### config.mk
export PLATFORM = sky130hd
export DESIGN_NAME = ovl_cbar_mixer
export DESIGN_NICKNAME = d
export VERILOG_FILES = /design/src/rtl/ovl_cbar_pkg.sv /design/src/rtl/ovl_palette.sv /design/src/rtl/cbar_locator.sv /design/src/rtl/cbar_shade.sv /design/src/rtl/ovl_cbar_mixer.sv
export SDC_FILE = /design/constraint.sdc
export NUM_CORES = 1
export LEC_CHECK = 0
export BUFFER_PORTS_ARGS = -buffer_cell sky130_fd_sc_hd__clkbuf_2
export CAP_MARGIN = 20
export CORE_MARGIN = 2
export CORE_UTILIZATION = 55
export CTS_CLUSTER_DIAMETER = 30
export DETAILED_ROUTE_END_ITERATION = 10
export HOLD_SLACK_MARGIN = 0.15
export PLACE_DENSITY = 0.81
export SLEW_MARGIN = 20
export SYNTH_ARGS = -nofsm -noshare
export SYNTH_HDL_FRONTEND = slang
export SYNTH_HIERARCHICAL = 1
export SYNTH_SLANG_ARGS = --single-unit
### constraint.sdc
create_clock -name clk -period 1.8 [get_ports clk]
set_input_delay 0.54 -clock clk [delete_from_list [all_inputs] [get_ports clk]]
set_output_delay 0.54 -clock clk [all_outputs]
set_load 0.01 [all_outputs]
### src/rtl/ovl_cbar_pkg.sv
package ovl_cbar_pkg;
  localparam int PIX_W     = 10;
  localparam int LVL_BLACK = 64;
  localparam int LVL_WHITE = 940;
  localparam int LVL_MID   = 512;

  typedef struct packed {
    logic [PIX_W-1:0] c0;
    logic [PIX_W-1:0] c1;
    logic [PIX_W-1:0] c2;
  } pix_t;

  // grey level of step k out of nbars, spanning black..white
  function automatic int bar_level(input int k, input int nbars);
    return LVL_BLACK + ((LVL_WHITE - LVL_BLACK) * (k + 1)) / nbars;
  endfunction
endpackage

### src/rtl/ovl_palette.sv
module ovl_palette
  import ovl_cbar_pkg::*;
(
  input  logic [2:0] rgb,
  input  logic       csel_rgb,
  output pix_t       pix
);
  localparam logic [PIX_W-1:0] HI = PIX_W'(LVL_WHITE);
  localparam logic [PIX_W-1:0] LO = PIX_W'(LVL_BLACK);

  pix_t yuv_pix;

  always_comb begin
    case (rgb)
      3'd0:    yuv_pix = '{c0: 10'd64,  c1: 10'd512, c2: 10'd512};
      3'd1:    yuv_pix = '{c0: 10'd164, c1: 10'd960, c2: 10'd440};
      3'd2:    yuv_pix = '{c0: 10'd580, c1: 10'd216, c2: 10'd136};
      3'd3:    yuv_pix = '{c0: 10'd680, c1: 10'd664, c2: 10'd64};
      3'd4:    yuv_pix = '{c0: 10'd324, c1: 10'd360, c2: 10'd960};
      3'd5:    yuv_pix = '{c0: 10'd424, c1: 10'd808, c2: 10'd888};
      3'd6:    yuv_pix = '{c0: 10'd840, c1: 10'd64,  c2: 10'd584};
      default: yuv_pix = '{c0: 10'd940, c1: 10'd512, c2: 10'd512};
    endcase
  end

  always_comb begin
    if (csel_rgb) begin
      pix.c0 = rgb[1] ? HI : LO;
      pix.c1 = rgb[0] ? HI : LO;
      pix.c2 = rgb[2] ? HI : LO;
    end else begin
      pix = yuv_pix;
    end
  end
endmodule

### src/rtl/cbar_locator.sv
module cbar_locator #(
  parameter int HPOS_W   = 12,
  parameter int NUM_BARS = 4,
  localparam int IW      = $clog2(NUM_BARS),
  localparam int SW      = HPOS_W + IW
) (
  input  logic [HPOS_W-1:0] hpos,
  input  logic [HPOS_W-1:0] act_width,
  output logic [IW-1:0]     bar_idx
);
  logic [NUM_BARS-2:0] past_edge;

  // pixel is at or right of edge k when hpos*N >= k*width
  for (genvar k = 1; k < NUM_BARS; k++) begin : g_edge
    assign past_edge[k-1] = (SW'(hpos) * SW'(NUM_BARS)) >= (SW'(k) * SW'(act_width));
  end

  always_comb begin
    bar_idx = '0;
    for (int i = 0; i < NUM_BARS - 1; i++) begin
      bar_idx = bar_idx + IW'(past_edge[i]);
    end
  end
endmodule

### src/rtl/cbar_shade.sv
module cbar_shade
  import ovl_cbar_pkg::*;
#(
  parameter int NUM_BARS = 4,
  localparam int IW      = $clog2(NUM_BARS)
) (
  input  logic [IW-1:0] bar_idx,
  input  logic          csel_rgb,
  output pix_t          pix
);
  logic [PIX_W-1:0] lvl_tab [NUM_BARS];
  logic [PIX_W-1:0] lvl;

  for (genvar k = 0; k < NUM_BARS; k++) begin : g_lvl
    assign lvl_tab[k] = PIX_W'(bar_level(k, NUM_BARS));
  end

  assign lvl = lvl_tab[bar_idx];

  always_comb begin
    pix.c0 = lvl;
    if (csel_rgb) begin
      pix.c1 = lvl;
      pix.c2 = lvl;
    end else begin
      pix.c1 = PIX_W'(LVL_MID);
      pix.c2 = PIX_W'(LVL_MID);
    end
  end
endmodule

### src/rtl/ovl_cbar_mixer.sv
module ovl_cbar_mixer
  import ovl_cbar_pkg::*;
#(
  parameter int HPOS_W   = 12,
  parameter int NUM_BARS = 4
) (
  input  logic              clk,
  input  logic              rst_n,
  input  logic              in_valid,
  input  logic              in_active,
  input  logic              in_hsync,
  input  logic              in_vsync,
  input  logic [HPOS_W-1:0] in_hpos,
  input  logic [9:0]        in_c0,
  input  logic [9:0]        in_c1,
  input  logic [9:0]        in_c2,
  input  logic [2:0]        ovl_rgb,
  input  logic              ovl_en,
  input  logic              cbar_en,
  input  logic              csel_rgb,
  input  logic [HPOS_W-1:0] act_width,
  output logic              out_valid,
  output logic              out_active,
  output logic              out_hsync,
  output logic              out_vsync,
  output logic [9:0]        out_c0,
  output logic [9:0]        out_c1,
  output logic [9:0]        out_c2
);
  localparam int IW = $clog2(NUM_BARS);

  // reset: asserted at once, released after two clock edges
  logic rst_meta_n, rst_sync_n;
  always_ff @(posedge clk or negedge rst_n) begin
    if (!rst_n) begin
      rst_meta_n <= 1'b0;
      rst_sync_n <= 1'b0;
    end else begin
      rst_meta_n <= 1'b1;
      rst_sync_n <= rst_meta_n;
    end
  end

  pix_t          ovl_pix, bar_pix, sel_pix, pix_q;
  logic [IW-1:0] bar_idx;
  logic          act_q, hs_q, vs_q, vld_q;

  ovl_palette u_ovl_pal (
    .rgb      (ovl_rgb),
    .csel_rgb (csel_rgb),
    .pix      (ovl_pix)
  );

  cbar_locator #(.HPOS_W(HPOS_W), .NUM_BARS(NUM_BARS)) u_cbar_loc (
    .hpos      (in_hpos),
    .act_width (act_width),
    .bar_idx   (bar_idx)
  );

  cbar_shade #(.NUM_BARS(NUM_BARS)) u_cbar_shade (
    .bar_idx  (bar_idx),
    .csel_rgb (csel_rgb),
    .pix      (bar_pix)
  );

  // next-state selection: bars beat overlay, blanking always passes
  always_comb begin
    sel_pix = '{c0: in_c0, c1: in_c1, c2: in_c2};
    if (in_active) begin
      if (cbar_en)     sel_pix = bar_pix;
      else if (ovl_en) sel_pix = ovl_pix;
    end
  end

  always_ff @(posedge clk or negedge rst_sync_n) begin
    if (!rst_sync_n) begin
      vld_q <= 1'b0;
    end else begin
      vld_q <= in_valid;
    end
  end

  always_ff @(posedge clk or negedge rst_sync_n) begin
    if (!rst_sync_n) begin
      pix_q <= '0;
      act_q <= 1'b0;
      hs_q  <= 1'b0;
      vs_q  <= 1'b0;
    end else if (in_valid) begin
      pix_q <= sel_pix;
      act_q <= in_active;
      hs_q  <= in_hsync;
      vs_q  <= in_vsync;
    end
  end

  assign out_valid  = vld_q;
  assign out_active = act_q;
  assign out_hsync  = hs_q;
  assign out_vsync  = vs_q;
  assign out_c0     = pix_q.c0;
  assign out_c1     = pix_q.c1;
  assign out_c2     = pix_q.c2;

  AST_VALID_FOLLOWS: assert property (@(posedge clk) disable iff (!rst_sync_n)
    in_valid |=> out_valid);
  AST_FLAGS_ALIGNED: assert property (@(posedge clk) disable iff (!rst_sync_n)
    in_valid |=> (out_hsync == $past(in_hsync)) && (out_vsync == $past(in_vsync)));
  AST_IDLE_NO_VALID: assert property (@(posedge clk) disable iff (!rst_sync_n)
    !in_valid |=> !out_valid);
  AST_IDLE_HOLD: assert property (@(posedge clk) disable iff (!rst_sync_n)
    !in_valid |=> $stable(out_c0) && $stable(out_c1) && $stable(out_c2));
  AST_BLANK_PASS: assert property (@(posedge clk) disable iff (!rst_sync_n)
    (in_valid && !in_active) |=> (out_c0 == $past(in_c0)) && (out_c1 == $past(in_c1))
                                 && (out_c2 == $past(in_c2)));
  AST_BAR_NEUTRAL: assert property (@(posedge clk) disable iff (!rst_sync_n)
    (in_valid && in_active && cbar_en && !csel_rgb) |=>
      (out_c1 == 10'(LVL_MID)) && (out_c2 == 10'(LVL_MID)));
endmodule

==> results of run 1 <==
worst min path at each step:
stage	start	endpoint	slack, ps	cells past startpoint
detailed placement	rst_sync_n	out_vsync	330	1
floorplan	rst_n	rst_meta_n	240	0
CTS	rst_sync_n	out_c2[0]	330	1
finish	rst_sync_n	out_vsync	310	1
global placement	rst_sync_n	out_vsync	300	1
global route	rst_sync_n	out_c1[5]	380	1
cells by family after synthesis:
kind of cell | Yosys count
AOI/OAI and AO/OA | 149
xor gates and xnor gates | 14
adders and majority gates | 50
buffers and inverters | 70
DFF | 36
muxes | 36
other | 2
and+or+nand+nor | 76
power by group:
group          switching (uW)  internal [uW]  leakage, uW
combinational            1000           1000      0.00228
sequential               90.0            917     0.000401
clock                     324            312    0.0000445
total                    1420           2230      0.00272
timing repair:
action                                 CTS  global route
setup buffers                            6             1
setup endpoints to repair               30            30
pin swaps                               27            11
endpoints found under the hold margin    2             0
cloned                                   0             0
resized for setup                       50             9
hold buffers                             1             0
layout make-up:
class,instances,area (sq um)
flip-flops and latches,36,901
repair buffers,172,1190
inverters,23,101
clock buffers,7,86.3
multi-input cells,333,3300
well taps,102,128
fillers,479,1930
clock inverters,1,7.51
layer usage:
metal  global-route usage  vias up
met3               0.0561       44
met2                0.522      221
met1                0.360     2009
li1                     -     1841
met5                    0        -
met4                0.111        0
per-stage QoR:
step                      setup WS [ps]  std cells  TNS (ps)  power [uW]  cell area (sq um)
final                             -2150        674    -59520        3650               5720
after CTS                         -1970        673    -55450        3540               5680
after global placement            -2270        658    -63690        2630               5270
after detailed placement          -2450        658    -67780        2700               5270
after floorplan                   -2020        439    -52770        2220               4520
after global routing              -2220        674    -62310        3830               5720
synthesized netlist by cell type, types with 3 or more instances:
master and instances:
a21o_1 11, a21oi_1 22, a21oi_2 32, and2_1 4
buf_2 6, buf_4 26, buf_6 7, clkbuf_8 5
dfrtp_1 36, ha_1 48, inv_1 23, mux2_2 3
mux2_4 30, mux2i_1 3, nand2_1 17, nand2b_1 3
nand3_1 4, nand4_1 5, nor2_1 18, nor2b_1 10
o21ai_0 7, o22ai_1 29, o22ai_2 30, o31ai_1 3
or2_1 4, xnor2_1 9, xor2_1 5
worst max-delay path, cell delays in order:
cell and delay, ps:
clkbuf_16 130, buf_6 120, ha_4 250, nand4_1 140
a21oi_2 230, o21a_1 190, mux2i_1 230, nand3_1 90
ha_1 300, nand4_1 120, a211o_1 300, o211ai_1 200
fa_2 550, inv_4 110, ha_2 190, o21a_1 190
o22ai_2 110, a21oi_2 180
==> flow_summary.yaml, run 1 <==
status:
  run_status: "complete, but fails checks"
  violations: "negative setup slack"
final_layout:
  layout-area-overhead-vs-synth_pct: 32.5
  fin_util: 0.748
  finalNetCount: 687
  diodes: 0
  layout_common_cells: "clkbuf_2, buf_4, o22ai_2, ha_1, dfrtp_1"
  drive_gt1_frac: 0.591
  final_common_cell: "clkbuf_2"
setup_path:
  worstSetupPathType: "in -> reg"
  rr_worst_depth: 2
  end_kind: "flip-flop"
  path_max_fanout: 3
  cp-start-kind: "input pin"
  r2r_end: "out_c2[0]"
  r2r-start: "out_c2[0]"
  worstSetupStartpoint: "act_width[1]"
  cp-endpoint: "out_c2[0]"
  critPathRequiredTime_ps: 2020
  reg2reg_setup_slack_ps: 960
  worstPathArrival_ps: 4180
floorplanning:
  rows: 32
  io_pins: 100
  core_area_sq_um: 7650
  initial_core_util: 0.565
  die_w_um: 92.6
  die-height_um: 92.6
  die-area_sq_um: 8580
power_and_ir_drop:
  leakagePower_uw: 0.00272
  power_density_nw_per_um2: 638
  worst_ir_drop_vdd_mv: 0.319
timing:
  holdWs_ps: 309
  finClkSkew_ps: 9.69
  final_max_slew_viol_count: 0
  slew_headroom: 0.569
  min_period_over_period: 2.20
  setup_viol: 30
  period_minus_slack_ps: 3950
  worst_pin_slew_ps: 631
  max_freq_ghz: 0.253
  hold_violations: 0
  rsz0062_at_grt: "yes"
  setup_slack_ps: -2150
global_routing:
  antenna_found_initial: 0
  grt_start_max_net_pins: 35
  grt_pass1_wl_um: 20300
  grt_pass1_vias: 4271
  gr-total-overflow: 0
  grt_util_all_layers: 0.297
detailed_routing:
  drt-met1-wl_um: 5120
  vias: 4115
  met2_length_um: 6380
  ant_nets: 0
  viasPerCell: 6.11
  routed_wl_um: 13000
  drt-pass1-iter-count: 5
  wl_per_cell_um: 19.3
  drt-initial-drc-count: 256
  met3_length_um: 1020
  drc: 0
  dr.max_layer_used: "met4"
synthesis:
  ys_ff_latch: 36
  synth_compound_gate_area_share: 0.287
  synth_ff_type: "dfrtp_1"
  synth_edf_count: 0
  synth-xor-area-share: 0.0284
  syn_area_per_cell_sq_um: 9.97
  synth.area.top_cells: "dfrtp_1, ha_1, mux2_4"
  synth_top_area_frac: 0.209
  synth_top_cell_by_area: "dfrtp_1"
  synthSimpleGateAreaFrac: 0.0927
  async_flop_share: 1.00
  synth_fa_ha_area_frac: 0.148
  syn-cell-area_sq_um: 4320
  yosysWarningCount: 6
  ys_seq_area_frac: 0.209
  synthCells: 433
  synth_cell_types: 52
  synth_top_family_by_area: "compound AO/OA/AOI/OAI gates"
  muxShareOfSynthArea: 0.119
placement:
  place_congestion: 0.866
  dp_hpwl_um: 8750
  portBuffers: 99
job:
  drv_cap: 0
clocking:
  cts_buffers: 5
  tritoncts: "built"
  clkSinkCount: 36
  htree_levels: 2
  cts_root_buf: "clkbuf_8"
  clockBufferDepth: 2
  insertion_delay_ps: 300
  clkTransAtPathRegs_ps: 80
min_path:
  hp-class: "reg -> async"
No activity file was read; power rests on OpenSTA's default activity.
==> run 2: changes to the inputs <==
- ABC_AREA: unset -> 1
- BUFFER_PORTS_ARGS: -buffer_cell sky130_fd_sc_hd__clkbuf_2 -> unset
- DONT_BUFFER_PORTS: unset -> 1
- PLACE_DENSITY: 0.81 -> 0.7
==> run 2 against run 1 <==
- power decreased by 14%
- clock skew decreased by 4.7 ps
- sequential share of layout area grew 2.6 points
- critical path depth up 6
- final cell count grew 16%
- largest cell class unchanged
- the run still ends with negative setup slack left
- flip-flop and latch count is the same
- first-iteration DRC count is 43% lower
- worst setup slack better by 580 ps
- synthesized cell count increased by 56%
- fmax increased by 17%
- critical endpoint is now out_c1[6]
==> flow_summary.yaml, run 2 <==
status:
  run_status: "complete, but fails checks"
  violations: "negative setup slack"
synthesis:
  ys_seq_area_frac: 0.210
  async_flop_share: 1.00
  synth_top_cell_by_area: "dfrtp_1"
  synth_edf_count: 0
  synth_fa_ha_area_frac: 0.149
  synth_top_family_by_area: "simple AND/OR/NAND/NOR gates"
  synthTopCellsByCount: "nand2_1, a21oi_1, inv_1, nor2_1, ha_1"
  synth_top_area_frac: 0.210
  synthSimpleGateAreaFrac: 0.294
  yosysMostFrequentCell: "nand2_1"
  syn-cell-area_sq_um: 4290
  syn_area_per_cell_sq_um: 6.34
  synthCells: 677
  synth_cell_types: 32
  synth_ff_type: "dfrtp_1"
  synth.area.top_cells: "dfrtp_1, nand2_1, ha_1"
  yosysWarningCount: 6
  synth_compound_gate_area_share: 0.169
  synth-xor-area-share: 0.0102
  ys_ff_latch: 36
  muxShareOfSynthArea: 0
setup_path:
  cp-start-kind: "input pin"
  rr_worst_depth: 3
  end_kind: "flip-flop"
  max_stage_delay_ps: 560
  worst-path-buf-inv: 5
  path_max_fanout: 4
  r2r-start: "out_c0[6]"
  critPathRequiredTime_ps: 2020
  cp_top_family: "adder cells"
  worstPathArrival_ps: 3600
  r2r_end: "out_c0[6]"
  worstSetupPathType: "in -> reg"
  reg2reg_setup_slack_ps: 930
  crit_top_cell: "nand2_2"
  crit_chain: "nand2_8 -> fa_2 -> inv_2 -> nand3_2 -> nand3_4 -> nand2_2 -> nand2_2 -> xnor2_2 -> ha_1 -> nand2_1 -> inv_1 -> o21ai_2 -> a21oi_2 -> nor2_2 -> nand2_2 -> fa_2 -> inv_4 -> ha_4 -> nand2_2 -> inv_2 -> inv_2 -> a21oi_2 -> nand2_1 -> a21oi_1"
  worstSetupStartpoint: "act_width[1]"
  crit_slowest_cell: "fa_2"
timing:
  worst_pin_slew_ps: 506
  setup_viol: 30
  setup_slack_ps: -1580
  slew_headroom: 0.662
  rsz0062_at_grt: "yes"
  period_minus_slack_ps: 3380
  tns_ps: -42940
  max_freq_ghz: 0.296
  hold_violations: 0
  finClkSkew_ps: 4.98
  final_max_slew_viol_count: 0
  min_period_over_period: 1.88
clocking:
  tritoncts: "built"
  htree_levels: 2
  insertion_delay_ps: 300
  clkTransAtPathRegs_ps: 70
  cts_root_buf: "clkbuf_8"
  cts_buffers: 5
  clockBufferDepth: 2
  clkSinkCount: 36
detailed_routing:
  vias: 4320
  ant_nets: 0
  drt-pass1-iter-count: 5
  drc: 0
  drt-initial-drc-count: 147
  wl_per_cell_um: 15.3
  routed_wl_um: 11900
  viasPerCell: 5.53
job:
  drv_cap: 0
placement:
  place_congestion: 0.966
  portBuffers: 0
  dp_hpwl_um: 8660
final_layout:
  final_common_cell: "nand2_1"
  layout_common_cells: "nand2_1, a21oi_1, inv_1, nor2_1, a21oi_2"
  drive_gt1_frac: 0.253
  finalNetCount: 795
  seqCellArea_sq_um: 901
  fin_util: 0.643
  n_fill_cell: 714
  diodes: 0
  multi_input_area_sq_um: 3100
  layout-area-overhead-vs-synth_pct: 14.7
floorplanning:
  rows: 32
  die-height_um: 92.3
  io_pins: 100
  initial_core_util: 0.561
  die-area_sq_um: 8530
  die_w_um: 92.3
  core_area_sq_um: 7650
global_routing:
  grt_util_all_layers: 0.270
  grt_pass1_wl_um: 18900
  grt_pass1_vias: 4173
  grt_start_max_net_pins: 35
  antenna_found_initial: 0
  gr-total-overflow: 0
min_path:
  hp-start: "in_valid"
  holdPathEnd: "out_valid"
  hold_path_depth: 0
  hp-class: "in -> reg"
power_and_ir_drop:
  worst_ir_drop_vdd_mv: 0.297
  power_density_nw_per_um2: 640
  leakagePower_uw: 0.00246
-- run 2: cell types whose count changed after synthesis, sizes merged, moves of 6 or more --
cell | before | now
a21o | 11 | 0
a21oi | 54 | 106
buf | 39 | 47
inv | 23 | 97
mux2 | 33 | 0
nand2 | 19 | 190
nand3 | 4 | 40
nor2 | 18 | 61
nor2b | 10 | 0
o21ai | 9 | 19
o22ai | 59 | 0
xnor2 | 9 | 3
-- run 2: cell type report --
class | instances | area share
Inverter | 97 | 0.0765
Sequential cell | 36 | 0.183
Timing Repair Buffer | 37 | 0.0641
Clock buffer | 7 | 0.0196
Tap cell | 102 | 0.0259
Multi-Input combinational cell | 502 | 0.631
-- run 2: how the worst max path moves through the flow --
stage	to	slack [ps]	cells past startpoint
after floorplan	out_c1[6]	-1690	25
after global placement	out_c2[0]	-1900	23
after detailed placement	out_c2[0]	-1970	22
after CTS	out_c2[3]	-1540	23
after global routing	out_c2[6]	-1780	23
final	out_c1[6]	-1580	24
-- run 2: where the power goes --
part	switching (uW)	leakage [uW]	internal, uW
clock network	307	0.0000503	341
logic	822	0.00199	658
registers	115	0.000415	906
total	1240	0.00246	1900
-- run 2: layer usage --
metal | global-route usage | vias to the layer above | wire [um]
li1 | - | 2137 | -
met1 | 0.311 | 2016 | 4650
met2 | 0.473 | 142 | 6060
met3 | 0.0659 | 25 | 816
met4 | 0.117 | 0 | 386
met5 | 0 | - | 0
-- run 2: cells by family after synthesis --
logic type	count (synthesis)
compound gates	135
xor+xnor	5
fa+ha+maj	50
buf+inv	145
flops	36
other cells	2
simple gates	304
-- run 2: repair_timing --
item	4_1_cts	5_1_grt
resized for setup	37	60
endpoints found under the setup margin	30	30
buffers inserted	6	1
hold buffers	1	0
pin swaps	17	33
hold endpoints to repair	2	0
-- run 2: through the flow --
stage,total power [uW],hold slack [ps],instances,setup WS [ps],instance area (sq um)
after floorplan,2020,244,683,-1690,4390
after global placement,2160,244,766,-1900,4400
after detailed placement,2200,244,766,-1970,4400
after CTS,2990,272,780,-1540,4690
after global routing,3370,262,781,-1780,4920
final,3150,275,781,-1580,4920
==> run 3: changes to the inputs <==
- ABC_AREA: 1 -> 0
==> run 3 against run 2 <==
- the flow still finishes with violations (negative setup slack)
- routed wire length fell by 13%
- worst setup slack got worse by 220 ps
- die area increased by 0.59%
- register-to-register slack improved by 70 ps
- sequential share of layout area increased by 0.17 points
- clock-buffer cell count is 1 lower
- via count is 25% lower
- first-iteration DRC count fell by 16%
- critical path depth fell by 6
- power is 1.0% lower
- cell area is 0.92% lower
- clock skew increased by 5.3 ps
- critical path type unchanged
- largest cell class unchanged
- largest power group unchanged
==> flow_summary.yaml, run 3 (synthesis gave the netlist of run 1 again) <==
timing:
  setup_slack_ps: -1800
  max_freq_ghz: 0.278
  finClkSkew_ps: 10.3
  setup_viol: 30
  min_period_over_period: 2.00
  tns_ps: -49340
  rsz0062_at_grt: "yes"
  holdWs_ps: 290
  hold_violations: 0
  final_max_slew_viol_count: 0
  period_minus_slack_ps: 3600
final_layout:
  final_common_cell: "o22ai_2"
  drive_gt1_frac: 0.472
  finalNetCount: 559
  layout_common_cells: "o22ai_2, ha_1, dfrtp_1, buf_4, a21oi_2"
  diodes: 0
  layout-area-overhead-vs-synth_pct: 12.9
detailed_routing:
  dr.max_layer_used: "met4"
  vias: 3242
  viasPerCell: 5.95
  ant_nets: 0
  drt-met1-wl_um: 4620
  met3_length_um: 948
  routed_wl_um: 10400
  drt-initial-drc-count: 124
  drt-pass1-iter-count: 4
  met2_length_um: 4730
  drc: 0
  wl_per_cell_um: 19.1
setup_path:
  worstSetupPathType: "in -> reg"
  worst-path-buf-inv: 1
  crit_chain: "nand2_8 -> fa_2 -> nand2b_4 -> a21oi_4 -> o211ai_2 -> mux2i_1 -> nor2_1 -> ha_1 -> a21o_1 -> a21o_1 -> a21oi_2 -> o211ai_1 -> fa_2 -> inv_4 -> ha_4 -> and2_4 -> o22ai_2 -> a21oi_2"
  worstPathArrival_ps: 3810
  max_stage_delay_ps: 620
  cp_top_family: "adder cells"
  cp-start-kind: "input pin"
  critPathRequiredTime_ps: 2020
  end_kind: "flip-flop"
  crit_slowest_cell: "fa_2"
  path_max_fanout: 5
status:
  run_status: "complete, but fails checks"
  violations: "negative setup slack"
power_and_ir_drop:
  leakagePower_uw: 0.00213
  p_seq_frac: 0.343
  clock_power_share: 0.182
  worst_ir_drop_vdd_mv: 0.308
  switching_share: 0.356
  combinationalPowerShare: 0.474
  power_density_nw_per_um2: 639
  internal_power_uw: 2010
  switching_power_uw: 1110
  totalPowerFinal_uw: 3120
clocking:
  clockBufferDepth: 2
  clkTransAtPathRegs_ps: 80
  cts_buffers: 5
  insertion_delay_ps: 290
  tritoncts: "built"
  cts_root_buf: "clkbuf_8"
  clkSinkCount: 36
  htree_levels: 2
global_routing:
  antenna_found_initial: 0
  grt_pass1_vias: 3311
  grt_pass1_wl_um: 16700
  gr-total-overflow: 0
  grt_start_max_net_pins: 66
  grt_util_all_layers: 0.241
placement:
  portBuffers: 0
  dp_hpwl_um: 7560
  place_congestion: 0.815
floorplanning:
  die-area_sq_um: 8580
  rows: 32
  initial_core_util: 0.565
  core_area_sq_um: 7650
  die_w_um: 92.6
  io_pins: 100
  die-height_um: 92.6
min_path:
  hp-class: "reg -> async"
job:
  drv_cap: 0
## run 3: cell type report
type,count,area [sq um]
timing repair buffer,44,380
multi-input combinational,333,3300
tap,102,128
inverter,23,91.3
clock inverter,1,5.00
clock buffer,6,72.6
sequential,36,901
fill,614,2770
## run 3: timing repair
action / 4_1_cts / 5_1_grt
pin swaps: 21 / 19
resized for setup: 31 / 16
buffers inserted: 6 / 7
hold buffers: 1 / 0
setup endpoints to repair: 30 / 30
hold endpoints to repair: 2 / 0
## run 3: path summary, 6_finish.rpt
kind                              endpoint  cells after the start  slack, ps    startpoint
worst max-delay path             out_c1[6]                     18      -1800  act_width[0]
worst min-delay path             out_c2[3]                      1        290    rst_sync_n
worst max register to register  out_active                      1       1000    out_active
worst min register to register   out_c2[3]                      1        290    rst_sync_n
max in group asynchronous        out_c2[5]                      1       1170    rst_sync_n
min in group clk                 out_valid                      0        290      in_valid
## run 3: through the flow
step,cells,setup slack [ps],instance area (sq um),util
2_1_floorplan,439,-2020,4520,-
3_3_place_gp,527,-2120,4500,0.588
3_5_place_dp,527,-2200,4500,0.588
4_1_cts,540,-1810,4770,0.624
5_1_grt,545,-1940,4880,0.638
6_report,545,-1800,4880,0.638
## run 3: per-layer routing
metal,up-vias,GRT usage
li1,1584,-
met1,1551,0.319
met2,97,0.383
met3,10,0.0846
met4,0,0.0460
met5,-,0
## run 3: power by group through the flow
stage | combinational [uW] | clock, uW | sequential [uW]
4_1_cts | 1380 | 580 | 1070
3_3_place_gp | 1190 | 0 | 1090
3_5_place_dp | 1240 | 0 | 1090
6_report | 1480 | 569 | 1070
2_1_floorplan | 1160 | 0 | 1060
5_1_grt | 1610 | 603 | 1090
